--- config.mk ---
export PLATFORM = sky130hd
export DESIGN_NAME = vmode_ctrl
export DESIGN_NICKNAME = d
export VERILOG_FILES = /design/src/rtl/vmode_pkg.sv /design/src/rtl/vmode_enter_eval.sv /design/src/rtl/vmode_leave_eval.sv /design/src/rtl/vmode_state.sv /design/src/rtl/vmode_ctrl.sv
export SDC_FILE = /design/constraint.sdc
export NUM_CORES = 1
export LEC_CHECK = 0
export BUFFER_PORTS_ARGS = -buffer_cell sky130_fd_sc_hd__buf_2
export CAP_MARGIN = 10
export CELL_PAD_IN_SITES_DETAIL_PLACEMENT = 1
export CELL_PAD_IN_SITES_GLOBAL_PLACEMENT = 1
export CORE_MARGIN = 2
export CORE_UTILIZATION = 18
export DETAILED_ROUTE_END_ITERATION = 16
export GPL_ROUTABILITY_DRIVEN = 0
export PLACE_DENSITY_LB_ADDON = 0.1
export SLEW_MARGIN = 0
export SYNTH_ARGS = -nofsm -noshare
export SYNTH_HDL_FRONTEND = slang
export SYNTH_SLANG_ARGS = --single-unit
--- constraint.sdc ---
create_clock -name clk -period 5.25 [get_ports clk]
set_clock_uncertainty 0.2 [all_clocks]
set_input_delay 1.05 -clock clk [delete_from_list [all_inputs] [get_ports clk]]
set_output_delay 1.05 -clock clk [all_outputs]
set_load 0.005 [all_outputs]
--- src/rtl/vmode_pkg.sv ---
package vmode_pkg;

  localparam int PTR_W     = 64;
  localparam int REV_W     = 32;
  localparam int PAGE_BITS = 12;
  localparam int RES_W     = 6;

  localparam int RES_UD    = 0;
  localparam int RES_GP    = 1;
  localparam int RES_TRAP  = 2;
  localparam int RES_FINV  = 3;
  localparam int RES_FVAL  = 4;
  localparam int RES_SUCC  = 5;

  typedef enum logic [1:0] {
    MODE_OUT   = 2'b00,
    MODE_ROOT  = 2'b01,
    MODE_GUEST = 2'b10
  } vmode_e;

  // Mode combinations in which neither request is recognized.
  function automatic logic legacy_block(input logic v86, input logic lm, input logic csl);
    return v86 | (lm & ~csl);
  endfunction

  // Region pointer legality: page aligned, within address width, 32-bit core limit.
  function automatic logic ptr_legal(input logic [PTR_W-1:0] p, input logic core64,
                                     input int pa_w);
    logic ok;
    ok = 1'b1;
    for (int i = 0; i < PTR_W; i++) begin
      if (p[i]) begin
        if (i < PAGE_BITS) ok = 1'b0;
        if (i >= pa_w) ok = 1'b0;
        if (!core64 && i >= 32) ok = 1'b0;
      end
    end
    return ok;
  endfunction

  function automatic logic [RES_W-1:0] res_bit(input int idx);
    logic [RES_W-1:0] r;
    r = '0;
    r[idx] = 1'b1;
    return r;
  endfunction

endpackage

--- src/rtl/vmode_enter_eval.sv ---
module vmode_enter_eval
  import vmode_pkg::*;
#(
  parameter int                PA_W   = 52,
  parameter logic [REV_W-1:0]  REV_ID = 32'h0000_0012,
  parameter int                FC_W   = 8
) (
  input  logic [1:0]       mode,
  input  logic [1:0]       cpl,
  input  logic             v86,
  input  logic             long_mode,
  input  logic             cs_long,
  input  logic             operand_is_reg,
  input  logic             cr4_enable,
  input  logic             cr0_pe,
  input  logic             a20m_active,
  input  logic             fixed_ok,
  input  logic [FC_W-1:0]  feat_ctrl,
  input  logic             core_64,
  input  logic [PTR_W-1:0] region_ptr,
  input  logic [REV_W-1:0] rev_word,
  output logic             ud_hit,
  output logic             gp_outside,
  output logic             ptr_bad,
  output logic             rev_bad,
  output logic [RES_W-1:0] res
);

  localparam int LOCK_BIT = 0;
  localparam int ENA_BIT  = 2;

  assign ud_hit     = operand_is_reg | ~cr4_enable | ~cr0_pe |
                      legacy_block(v86, long_mode, cs_long);
  assign gp_outside = (cpl != 2'd0) | a20m_active | ~fixed_ok |
                      ~feat_ctrl[LOCK_BIT] | ~feat_ctrl[ENA_BIT];
  assign ptr_bad    = ~ptr_legal(region_ptr, core_64, PA_W);
  assign rev_bad    = (rev_word != REV_ID);

  always_comb begin
    res = '0;
    if (ud_hit) begin
      res = res_bit(RES_UD);
    end else if (mode == MODE_OUT) begin
      if (gp_outside)   res = res_bit(RES_GP);
      else if (ptr_bad) res = res_bit(RES_FINV);
      else if (rev_bad) res = res_bit(RES_FINV);
      else              res = res_bit(RES_SUCC);
    end else if (mode == MODE_GUEST) begin
      res = res_bit(RES_TRAP);
    end else if (cpl != 2'd0) begin
      res = res_bit(RES_GP);
    end else begin
      res = res_bit(RES_FVAL);
    end
  end

endmodule

--- src/rtl/vmode_leave_eval.sv ---
module vmode_leave_eval
  import vmode_pkg::*;
(
  input  logic [1:0]       mode,
  input  logic [1:0]       cpl,
  input  logic             v86,
  input  logic             long_mode,
  input  logic             cs_long,
  input  logic             dual_mon,
  output logic             ud_hit,
  output logic [RES_W-1:0] res
);

  assign ud_hit = (mode == MODE_OUT) | legacy_block(v86, long_mode, cs_long);

  always_comb begin
    res = '0;
    if (ud_hit)                  res = res_bit(RES_UD);
    else if (mode == MODE_GUEST) res = res_bit(RES_TRAP);
    else if (cpl != 2'd0)        res = res_bit(RES_GP);
    else if (dual_mon)           res = res_bit(RES_FVAL);
    else                         res = res_bit(RES_SUCC);
  end

endmodule

--- src/rtl/vmode_state.sv ---
module vmode_state
  import vmode_pkg::*;
(
  input  logic             clk,
  input  logic             rst_n,
  input  logic             take_req,
  input  logic             pick_enter,
  input  logic [RES_W-1:0] res_enter,
  input  logic [RES_W-1:0] res_leave,
  input  logic             launch_guest,
  output logic [1:0]       mode,
  output logic             done,
  output logic [RES_W-1:0] result,
  output logic             init_blocked,
  output logic             a20_disabled,
  output logic             mon_clear,
  output logic [PTR_W-1:0] cur_ptr,
  output logic             evt_success,
  output logic             evt_trap,
  output logic             evt_launch
);

  logic [RES_W-1:0] sel_res;

  assign sel_res     = pick_enter ? res_enter : res_leave;
  assign evt_success = take_req & sel_res[RES_SUCC];
  assign evt_trap    = take_req & sel_res[RES_TRAP];
  assign evt_launch  = ~take_req & launch_guest & (mode == MODE_ROOT);

  always_ff @(posedge clk or negedge rst_n) begin
    if (!rst_n) begin
      mode         <= MODE_OUT;
      done         <= 1'b0;
      result       <= '0;
      init_blocked <= 1'b0;
      a20_disabled <= 1'b0;
      mon_clear    <= 1'b0;
      cur_ptr      <= '0;
    end else begin
      done      <= take_req;
      result    <= take_req ? sel_res : '0;
      mon_clear <= evt_success;
      if (evt_success && pick_enter) begin
        mode         <= MODE_ROOT;
        cur_ptr      <= '1;
        init_blocked <= 1'b1;
        a20_disabled <= 1'b1;
      end else if (evt_success) begin
        mode         <= MODE_OUT;
        init_blocked <= 1'b0;
        a20_disabled <= 1'b0;
      end else if (evt_trap) begin
        mode <= MODE_ROOT;
      end else if (evt_launch) begin
        mode <= MODE_GUEST;
      end
    end
  end

endmodule

--- src/rtl/vmode_ctrl.sv ---
module vmode_ctrl
  import vmode_pkg::*;
#(
  parameter int                PA_W   = 52,
  parameter logic [REV_W-1:0]  REV_ID = 32'h0000_0012,
  parameter int                FC_W   = 8
) (
  input  logic             clk,
  input  logic             rst_n,
  input  logic             req_enter,
  input  logic             req_leave,
  input  logic             launch_guest,
  input  logic [1:0]       cpl,
  input  logic             v86,
  input  logic             long_mode,
  input  logic             cs_long,
  input  logic             operand_is_reg,
  input  logic             cr4_enable,
  input  logic             cr0_pe,
  input  logic             a20m_active,
  input  logic             fixed_ok,
  input  logic [FC_W-1:0]  feat_ctrl,
  input  logic             dual_mon,
  input  logic             core_64,
  input  logic [PTR_W-1:0] region_ptr,
  input  logic [REV_W-1:0] rev_word,
  output logic             done,
  output logic [RES_W-1:0] result,
  output logic [1:0]       mode,
  output logic             init_blocked,
  output logic             a20_disabled,
  output logic             mon_clear,
  output logic [PTR_W-1:0] cur_ptr
);

  logic [RES_W-1:0] res_enter;
  logic [RES_W-1:0] res_leave;
  logic             en_ud;
  logic             en_gp;
  logic             en_ptr_bad;
  logic             en_rev_bad;
  logic             lv_ud;
  logic             take_req;
  logic             evt_success;
  logic             evt_trap;
  logic             evt_launch;

  assign take_req = req_enter | req_leave;

  vmode_enter_eval #(.PA_W(PA_W), .REV_ID(REV_ID), .FC_W(FC_W)) u_enter (
    .mode           (mode),
    .cpl            (cpl),
    .v86            (v86),
    .long_mode      (long_mode),
    .cs_long        (cs_long),
    .operand_is_reg (operand_is_reg),
    .cr4_enable     (cr4_enable),
    .cr0_pe         (cr0_pe),
    .a20m_active    (a20m_active),
    .fixed_ok       (fixed_ok),
    .feat_ctrl      (feat_ctrl),
    .core_64        (core_64),
    .region_ptr     (region_ptr),
    .rev_word       (rev_word),
    .ud_hit         (en_ud),
    .gp_outside     (en_gp),
    .ptr_bad        (en_ptr_bad),
    .rev_bad        (en_rev_bad),
    .res            (res_enter)
  );

  vmode_leave_eval u_leave (
    .mode      (mode),
    .cpl       (cpl),
    .v86       (v86),
    .long_mode (long_mode),
    .cs_long   (cs_long),
    .dual_mon  (dual_mon),
    .ud_hit    (lv_ud),
    .res       (res_leave)
  );

  vmode_state u_state (
    .clk          (clk),
    .rst_n        (rst_n),
    .take_req     (take_req),
    .pick_enter   (req_enter),
    .res_enter    (res_enter),
    .res_leave    (res_leave),
    .launch_guest (launch_guest),
    .mode         (mode),
    .done         (done),
    .result       (result),
    .init_blocked (init_blocked),
    .a20_disabled (a20_disabled),
    .mon_clear    (mon_clear),
    .cur_ptr      (cur_ptr),
    .evt_success  (evt_success),
    .evt_trap     (evt_trap),
    .evt_launch   (evt_launch)
  );

endmodule

After elaboration in Yosys (flattened, before gate mapping)
Cells that the tools add are included.
Storage, ports and cells
  flip-flop bits (word level): 12
  bits of input ports: 121
  output and inout port bits: 76
  word-level logic and storage cells: 119
Cells by class
  equality and inequality tests: 3
  mux-type cells: 83
  bitwise gates (word level): 22
  reductions and logical operators: 5
Operators with widths (number)
  $mux W1: 66
  $mux W6: 11
  $ne A32 B5 Y1 const B: 1
  $mux W5: 2
  $or A1 B1 Y1: 10
  $mux W2: 4
  $not A1 Y1: 7
  $and A1 B1 Y1: 5
  $reduce_bool A2 Y1: 2
  $reduce_bool A4 Y1: 1
  $eq A2 B1 Y1 const B: 1
  $eq A2 B2 Y1 const B: 1
  $logic_not A2 Y1: 1
  $logic_and A1 B1 Y1: 1

Logic depth before layout (Yosys ltp)
Gate-level depths: netlist of the first run.
  depth after elaboration: 73
  gate-level depth with buffers: 5
  depth with buffers taken out: 5

Hierarchy
A second synthesis of the first run with hierarchy kept.
Unflattened totals
  cell total of the unflattened synthesis: 159
  area total of the unflattened synthesis: 1348.8 um^2
Modules (own cells, without submodules)
  vmode_state: instances 1, cells an instance 100, area each 930.9 um^2, sequential area each 275.3 um^2
  vmode_enter_eval: instances 1, cells an instance 44, area each 309.0 um^2, sequential area each 0.0 um^2
  vmode_leave_eval: instances 1, cells an instance 14, area each 102.6 um^2, sequential area each 0.0 um^2
  vmode_ctrl: instances 1, cells an instance 1, area each 6.3 um^2, sequential area each 0.0 um^2

Worst setup path before layout of the first run
OpenSTA, ideal clock, no wires.
  path kind: register to output
  start point: register u_state.cur_ptr[0] (netlist name)
  end point: output port cur_ptr[10]
  data arrival time: 1.536 ns
  data required time: 4.000 ns
  setup slack: 2.464 ns
  stages on the path, launching flop included: 2
  buffers on the path: 1
  cell sequence: dfrtp_1 -> buf_4
RTL lines
  end: declaration: line vmode_ctrl.sv:33  | output logic [PTR_W-1:0] cur_ptr
No word-level cell between the ends.

Worst setup path after layout of the first run
  start point: register u_state.cur_ptr[0] (netlist name)
  end point: output port cur_ptr[23]
No word-level cell between the ends.

==> implementation parameters, run 1 <==
Parameter                              Value

CTS
  CTS clock-pin slew for the worst setup and hold paths    0.05 ns
  PostCTS Resize Cnt    0
  TritonCTS clock tree    built
  Number of setup buffers added after CTS    0
  Hold-fix buffer count after cts    0
  Cts bufs inserted    3
  Clock H-tree levels    1
  Maximum clock insertion buffer count    2
  Cell at the root of the clock tree    clkbuf_8
  TritonCTS Sinks    11
  Clk_lat worst skew    0.23 ns

Finish
  Total inserted antenna cells    0
  Fillers    858
  Layout net count    377
  Area of combinational cells with multiple inputs    442 sq um
  Sequential cell area in the final layout    277 sq um
  Layout cells sized above 1    0.718
  Layout overhead on the synthesized area    41.6%
  Number of standard cells in the final layout excluding fillers    332

Die
  Starting density of the core    0.188
  Die Y-Extent    86.2 um
  Placeable core area    6460 sq um
  Number of top-level pins    197
  Row Count    29
  Die X    86.2 um
  Area of the die    7430 sq um

Timing
  Number of max-slew violations in the final report    0
  RSZ-0062 raised after global routing    false
  Tightest slew margin relative to the limit    0.542
  Fraction of the cycle the final worst path needs    0.483
  Total Negative Setup Slacks    0 ns
  Tmin final    2.54 ns
  Final Hold Vio Count    0
  FMAX    394 MHz
  Total of endpoints with negative setup slack in the final report    0
  Transition time at the pin with the least slew margin    0.687 ns
  Hold slack final    0.310 ns

Power
  Clock share of power    0.354
  Fraction of power consumed by combinational cells    0.249
  Register share of total power    0.397
  PwrDens    136 nW/um^2
  Worst voltage drop across the vdd grid    52.4 uV
  Net switching power figure    58.4 uW
  Sw frac    0.249
  Cell-internal power    176 uW
  Leak Pwr    0.00107 uW

Setup path
  Startpoint Class    flip-flop
  Cells on worst reg2reg path    4
  Endpoint required time on the critical path    4.00 ns
  Type of destination of the critical path    output pin
  Cell depth of the worst setup path    1
  Crit Path Class    reg2out
  Number of buffer and inverter instances along the worst setup path    1
  Internal reg-to-reg setup slack    3.51 ns
  Delay of the slowest cell on the worst path    0.80 ns
  Critical-path cell list    buf_2
  Worst flop-to-flop path startpoint    u_state.mode[0]$_DFFE_PN0P_
  Largest fanout of any net on the critical path    65
  Crit-path leading delay family    flip-flops
  Worst r2r dst    u_state.result[1]$_DFF_PN0_
  Worst Path Arrival    1.29 ns
  Critical path's slowest cell    dfrtp_2

Run
  Count of max-cap constraint violations    0

Synthesis
  Syn Nets    267
  Cell area after synthesis    1220 sq um
  Dominant cell type by area after synthesis    buf_4
  Gate count of the mapped netlist    146
  Number of register bits inferred by synthesis    11
  Sequential cell area fraction in the yosys report    0.226
  Cell types with the largest area share after synthesis    buf_4 40%, dfrtp_1 23%, nor4_1 6.7%
  Area fraction of the dominant cell type after synthesis    0.401
  Yosys synthesis warning count    0
  Count of cell types in the netlist    28
  Mean instance size in the synthesized netlist    8.33 sq um

Placement
  HPWL Detailed    3570 um
  IO buf count    170
  Total instance count after detailed placement    328

GRT
  Gr ovfl total    0
  Wire length of the first global-routing pass    6050 um
  Global-route usage over all layers    0.0990
  Vias in the first global route    1336
  Antenna violations before repair    0
  Largest net degree at the start of global routing    66

Worst hold path
  Min-Delay Endpoint    u_state.init_blocked$_DFFE_PN0P_
  Hold path startpoint    u_state.init_blocked$_DFFE_PN0P_
  Number of cells traversed by the worst hold path    2
  Worst hold path type    reg2reg

Run status
  Outcome    finished, final reports clean

Drt
  Final routed wire length divided by cell count    11.8 um
  Via density per instance    4.11
  Number of routed nets with antenna violations    0
  Drt first pass iters    4
  Routed via count    1364
  DRC violation count after routing    0
  Number of DRC markers in iteration 0    45
  Routed WL    3930 um
## kinds of logic (layout without fill, tap and decap cells)
family / Yosys count / in the layout / synth area share
flops: 11 / 11 / 0.226
compound gates: 14 / 14 / 0.0802
buf+inv: 68 / 177 / 0.410
simple gates: 53 / 53 / 0.283
## power groups by stage
stage               Clock, uW  Combinational, uW  Sequential [uW]
floorplan                   0               13.7             93.7
global placement            0               58.2             94.9
detailed placement          0               59.5             94.7
CTS                      86.3               59.5             93.3
global route             90.1               67.0             94.2
finish                   83.0               58.4             93.2
## final cells by class
cell class,instances,area share
clock buffer,4,0.0262
multi-input combinational,67,0.257
tap,77,0.0560
timing repair buffer,170,0.494
sequential,11,0.161
inverter,3,0.00654
## layout by cell type, fill, tap and decap left out, types with 4 or more instances in the layout
cell type | synthesis | routed
nor4_1 | 13 | 13
nand2_1 | 8 | 8
nand4_1 | 4 | 4
buf_2 | 0 | 170
dfrtp_1 | 11 | 10
nor2_1 | 6 | 6
nor4_2 | 5 | 5
## metal layers
metal  part of all wire  up-vias  track usage
li1                   -      669            -
met1               0.37      599        0.115
met2               0.51       96        0.187
met3               0.12        0       0.0171
met4                  0        0       0.0256
met5                  0        -            0
## cells in the mapped netlist
cell       instances
buf_4             65
nor4_1            13
dfrtp_1           11
nand2_1            8
nor2_1             6
nor4_2             5
nand4_1            4
and3_1             3
inv_1              3
nor3_1             3
o21ai_0            3
o21ai_1            3
a21oi_1            2
nand3_1            2
nor4b_1            2
a2111oi_2          1
a21boi_0           1
a22oi_2            1
and2_1             1
nand2b_1           1
nand4b_1           1
nand4b_2           1
nor2b_1            1
nor3_2             1
o211ai_1           1
o21a_1             1
o21bai_1           1
or3b_1             1
## state kept, by name, indices dropped and copies added, names as in the netlist
name and cells:
u_state.mode 2, u_state.mon_clear 1, u_state.result 5, u_state.done 1, u_state.init_blocked 1, u_state.cur_ptr 1
## through the flow
| step | util | area, sq um | total power, uW | worst slack [ns] |
|---|---|---|---|---|
| after CTS | 0.266 | 1720 | 239 | 2.22 |
| after global placement | 0.259 | 1680 | 153 | 2.54 |
| after detailed placement | 0.259 | 1680 | 154 | 2.47 |
| after floorplan | - | 1220 | 107 | 2.46 |
| final | 0.267 | 1720 | 235 | 2.71 |
| after global routing | 0.267 | 1720 | 251 | 2.57 |
## how the worst max path moves through the flow
stage / endpoint / slack [ns] / from
global route: cur_ptr[20] / 2.57 / u_state.cur_ptr[0]$_DFFE_PN0P_
finish: cur_ptr[23] / 2.71 / u_state.cur_ptr[0]$_DFFE_PN0P_
floorplan: cur_ptr[10] / 2.46 / u_state.cur_ptr[0]$_DFFE_PN0P_
global placement: cur_ptr[20] / 2.54 / u_state.cur_ptr[0]$_DFFE_PN0P_
CTS: cur_ptr[54] / 2.22 / u_state.cur_ptr[0]$_DFFE_PN0P_
detailed placement: cur_ptr[54] / 2.47 / u_state.cur_ptr[0]$_DFFE_PN0P_
No activity file was read; power rests on OpenSTA's default activity.
==> run 2, diff against run 1 <==
--- a/config.mk
+++ b/config.mk
@@ -10,7 +10,7 @@
 export CELL_PAD_IN_SITES_DETAIL_PLACEMENT = 1
 export CELL_PAD_IN_SITES_GLOBAL_PLACEMENT = 1
 export CORE_MARGIN = 2
-export CORE_UTILIZATION = 18
+export CORE_UTILIZATION = 15
 export DETAILED_ROUTE_END_ITERATION = 16
 export GPL_ROUTABILITY_DRIVEN = 0
 export PLACE_DENSITY_LB_ADDON = 0.1
==> constraint.sdc (replaced) <==
create_clock -name clk -period 2.3 [get_ports clk]
set_clock_uncertainty 0.2 [all_clocks]
set_input_delay 0.46 -clock clk [delete_from_list [all_inputs] [get_ports clk]]
set_output_delay 0.46 -clock clk [all_outputs]
set_load 0.005 [all_outputs]
==> run 2 against run 1 <==
  * Non-clock buffer count rose by 2
  * Combinational power up 130%
  * Design area up 2.8%
  * First-iteration DRC count fell by 38%
  * Largest cell class unchanged
==> implementation parameters, run 2 (synthesis gave the netlist of run 1 again) <==
Parameter                              Value

Power
  Leak Pwr    0.00109 uW (+1.1%)
  PwrDens    306 nW/um^2 (+120%)
  Worst voltage drop across the vdd grid    119 uV (+130%)

Timing
  Final Hold Vio Count    0 (unchanged)
  Tmin final    1.79 ns
  Number of max-slew violations in the final report    0 (unchanged)
  RSZ-0062 raised after global routing    false
  Tightest slew margin relative to the limit    0.729 (+0.187)
  Setup slack after layout    0.511 ns (-2.20 ns)
  FMAX    559 MHz
  Transition time at the pin with the least slew margin    0.406 ns (-0.281 ns)
  Total Negative Setup Slacks    0 ns (unchanged)
  Total of endpoints with negative setup slack in the final report    0 (unchanged)
  Hold slack final    0.261 ns (-0.0494 ns)
  Fraction of the cycle the final worst path needs    0.778

CTS
  Clock H-tree levels    1 (unchanged)
  Maximum clock insertion buffer count    2 (unchanged)
  CTS clock-pin slew for the worst setup and hold paths    0.05 ns (about the same)
  TritonCTS clock tree    built
  PostCTS Resize Cnt    0 (unchanged)
  Cell at the root of the clock tree    clkbuf_8
  Clk_lat worst skew    0.24 ns (about the same)
  Cts bufs inserted    3 (unchanged)
  Number of setup buffers added after CTS    0 (unchanged)
  TritonCTS Sinks    11 (unchanged)

Setup path
  Crit Path Class    reg2out
  Internal reg-to-reg setup slack    0.56 ns (-2.95 ns)
  Number of buffer and inverter instances along the worst setup path    2 (+1)
  Endpoint required time on the critical path    1.64 ns (-2.36 ns)
  Largest fanout of any net on the critical path    64 (-1.5%)
  Critical path's slowest cell    buf_4
  Crit-path leading delay family    buffers and inverters
  Startpoint Class    flip-flop
  Type of destination of the critical path    output pin
  Worst Path Arrival    1.13 ns (-0.16 ns)
  Critical-path cell list    buf_4 > buf_2
  Delay of the slowest cell on the worst path    0.35 ns (-0.45 ns)

Die
  Die Y-Extent    94.0 um (+9.1%)
  Row Count    32 (+10%)
  Starting density of the core    0.156 (-0.0325)
  Placeable core area    7810 sq um (+21%)
  Die X    94.0 um (+9.1%)
  Area of the die    8840 sq um (+19%)
  Number of top-level pins    197 (unchanged)

Drt
  Number of routed nets with antenna violations    0 (unchanged)
  DRC violation count after routing    0 (unchanged)
  Drt first pass iters    2 (-2)
  Final routed wire length divided by cell count    12.1 um (+2.0%)
  Number of DRC markers in iteration 0    28 (-38%)
  Routed WL    4340 um (+10%)
  Via density per instance    3.81 (-7.3%)
  Routed via count    1367 (+0.22%)

Finish
  Top reg by flops    u_state.result
  Leading cell types in the layout, fill and taps excluded    170 x buf_2, 13 x nor4_1, 11 x dfrtp_1, 8 x nand2_1, 6 x nor2_1
  Number of flip-flops under the largest register name    5 (unchanged)
  Fillers    991 (+16%)
  Layout overhead on the synthesized area    45.5%
  Sequential cell area in the final layout    275 sq um (-0.45%)
  Finished Core Util    0.227 (-0.0400)
  Layout cells sized above 1    0.712 (-0.00558)
  Total inserted antenna cells    0 (unchanged)
  Layout net count    379 (+0.53%)
  Regs by FF count    u_state.result (5), u_state.mode (2)
  Area of combinational cells with multiple inputs    442 sq um (unchanged)
  Leading cell type in the layout, fill and taps excluded    buf_2

GRT
  Vias in the first global route    1399 (+4.7%)
  Wire length of the first global-routing pass    6540 um (+8.1%)
  Largest net degree at the start of global routing    65 (-1.5%)
  Global-route usage over all layers    0.0956 (-0.00342)
  Gr ovfl total    0 (unchanged)
  Antenna violations before repair    0 (unchanged)

Placement
  HPWL Detailed    4020 um (+13%)
  IO buf count    170 (unchanged)
  Setup slack at placement    0.288 ns (-2.18 ns)

Worst hold path
  Worst hold path type    reg2reg

Run
  Count of max-cap constraint violations    0 (unchanged)

Run status
  Outcome    finished, final reports clean
run 2: area by class of cell:
type	count	share of cell area
sequential	11	0.156
timing repair buffer	172	0.491
multi-input combinational	67	0.250
inverter	3	0.00636
clock buffer	4	0.0255
tap	102	0.0721
run 2: per-stage QoR:
| stage | std cells | total power [uW] | cell area [sq um] |
|---|---|---|---|
| 2_1_floorplan | 146 | 245 | 1220 |
| 3_3_place_gp | 354 | 351 | 1710 |
| 3_5_place_dp | 354 | 353 | 1710 |
| 4_1_cts | 359 | 555 | 1770 |
| 5_1_grt | 359 | 578 | 1770 |
| 6_report | 359 | 541 | 1770 |
run 2: path summary, 6_finish.rpt:
path / cells after the start / start / end
min in group asynchronous: 2 / rst_n / u_state.mon_clear$_DFF_PN0_
hold / removal: 1 / u_state.cur_ptr[0]$_DFFE_PN0P_ / u_state.cur_ptr[0]$_DFFE_PN0P_
setup reg to reg: 5 / u_state.mode[0]$_DFFE_PN0P_ / u_state.mode[0]$_DFFE_PN0P_
setup / recovery: 2 / u_state.cur_ptr[0]$_DFFE_PN0P_ / cur_ptr[18]
hold reg to reg: 1 / u_state.cur_ptr[0]$_DFFE_PN0P_ / u_state.cur_ptr[0]$_DFFE_PN0P_
max in group asynchronous: 2 / rst_n / u_state.done$_DFF_PN0_
run 2: report_power, final:
group          internal, uW  switching [uW]  leakage, uW
Clock                   122            70.7    0.0000228
Combinational          80.0            55.1     0.000926
Sequential              202            11.4     0.000137
run 2: routing by layer:
metal	vias up	wire (um)	share of wire	global-route usage
met5	-	0	0	0
met4	0	13	0.0030	0.0290
met3	2	498	0.11	0.0369
met2	96	2340	0.54	0.184
met1	596	1490	0.34	0.0931
li1	673	-	-	-
run 2: what timing repair did:
action | 4_1_cts | 5_1_grt
hold endpoints to repair | 11 | 0
hold buffers | 1 | 0
setup endpoints to repair | 0 | 0
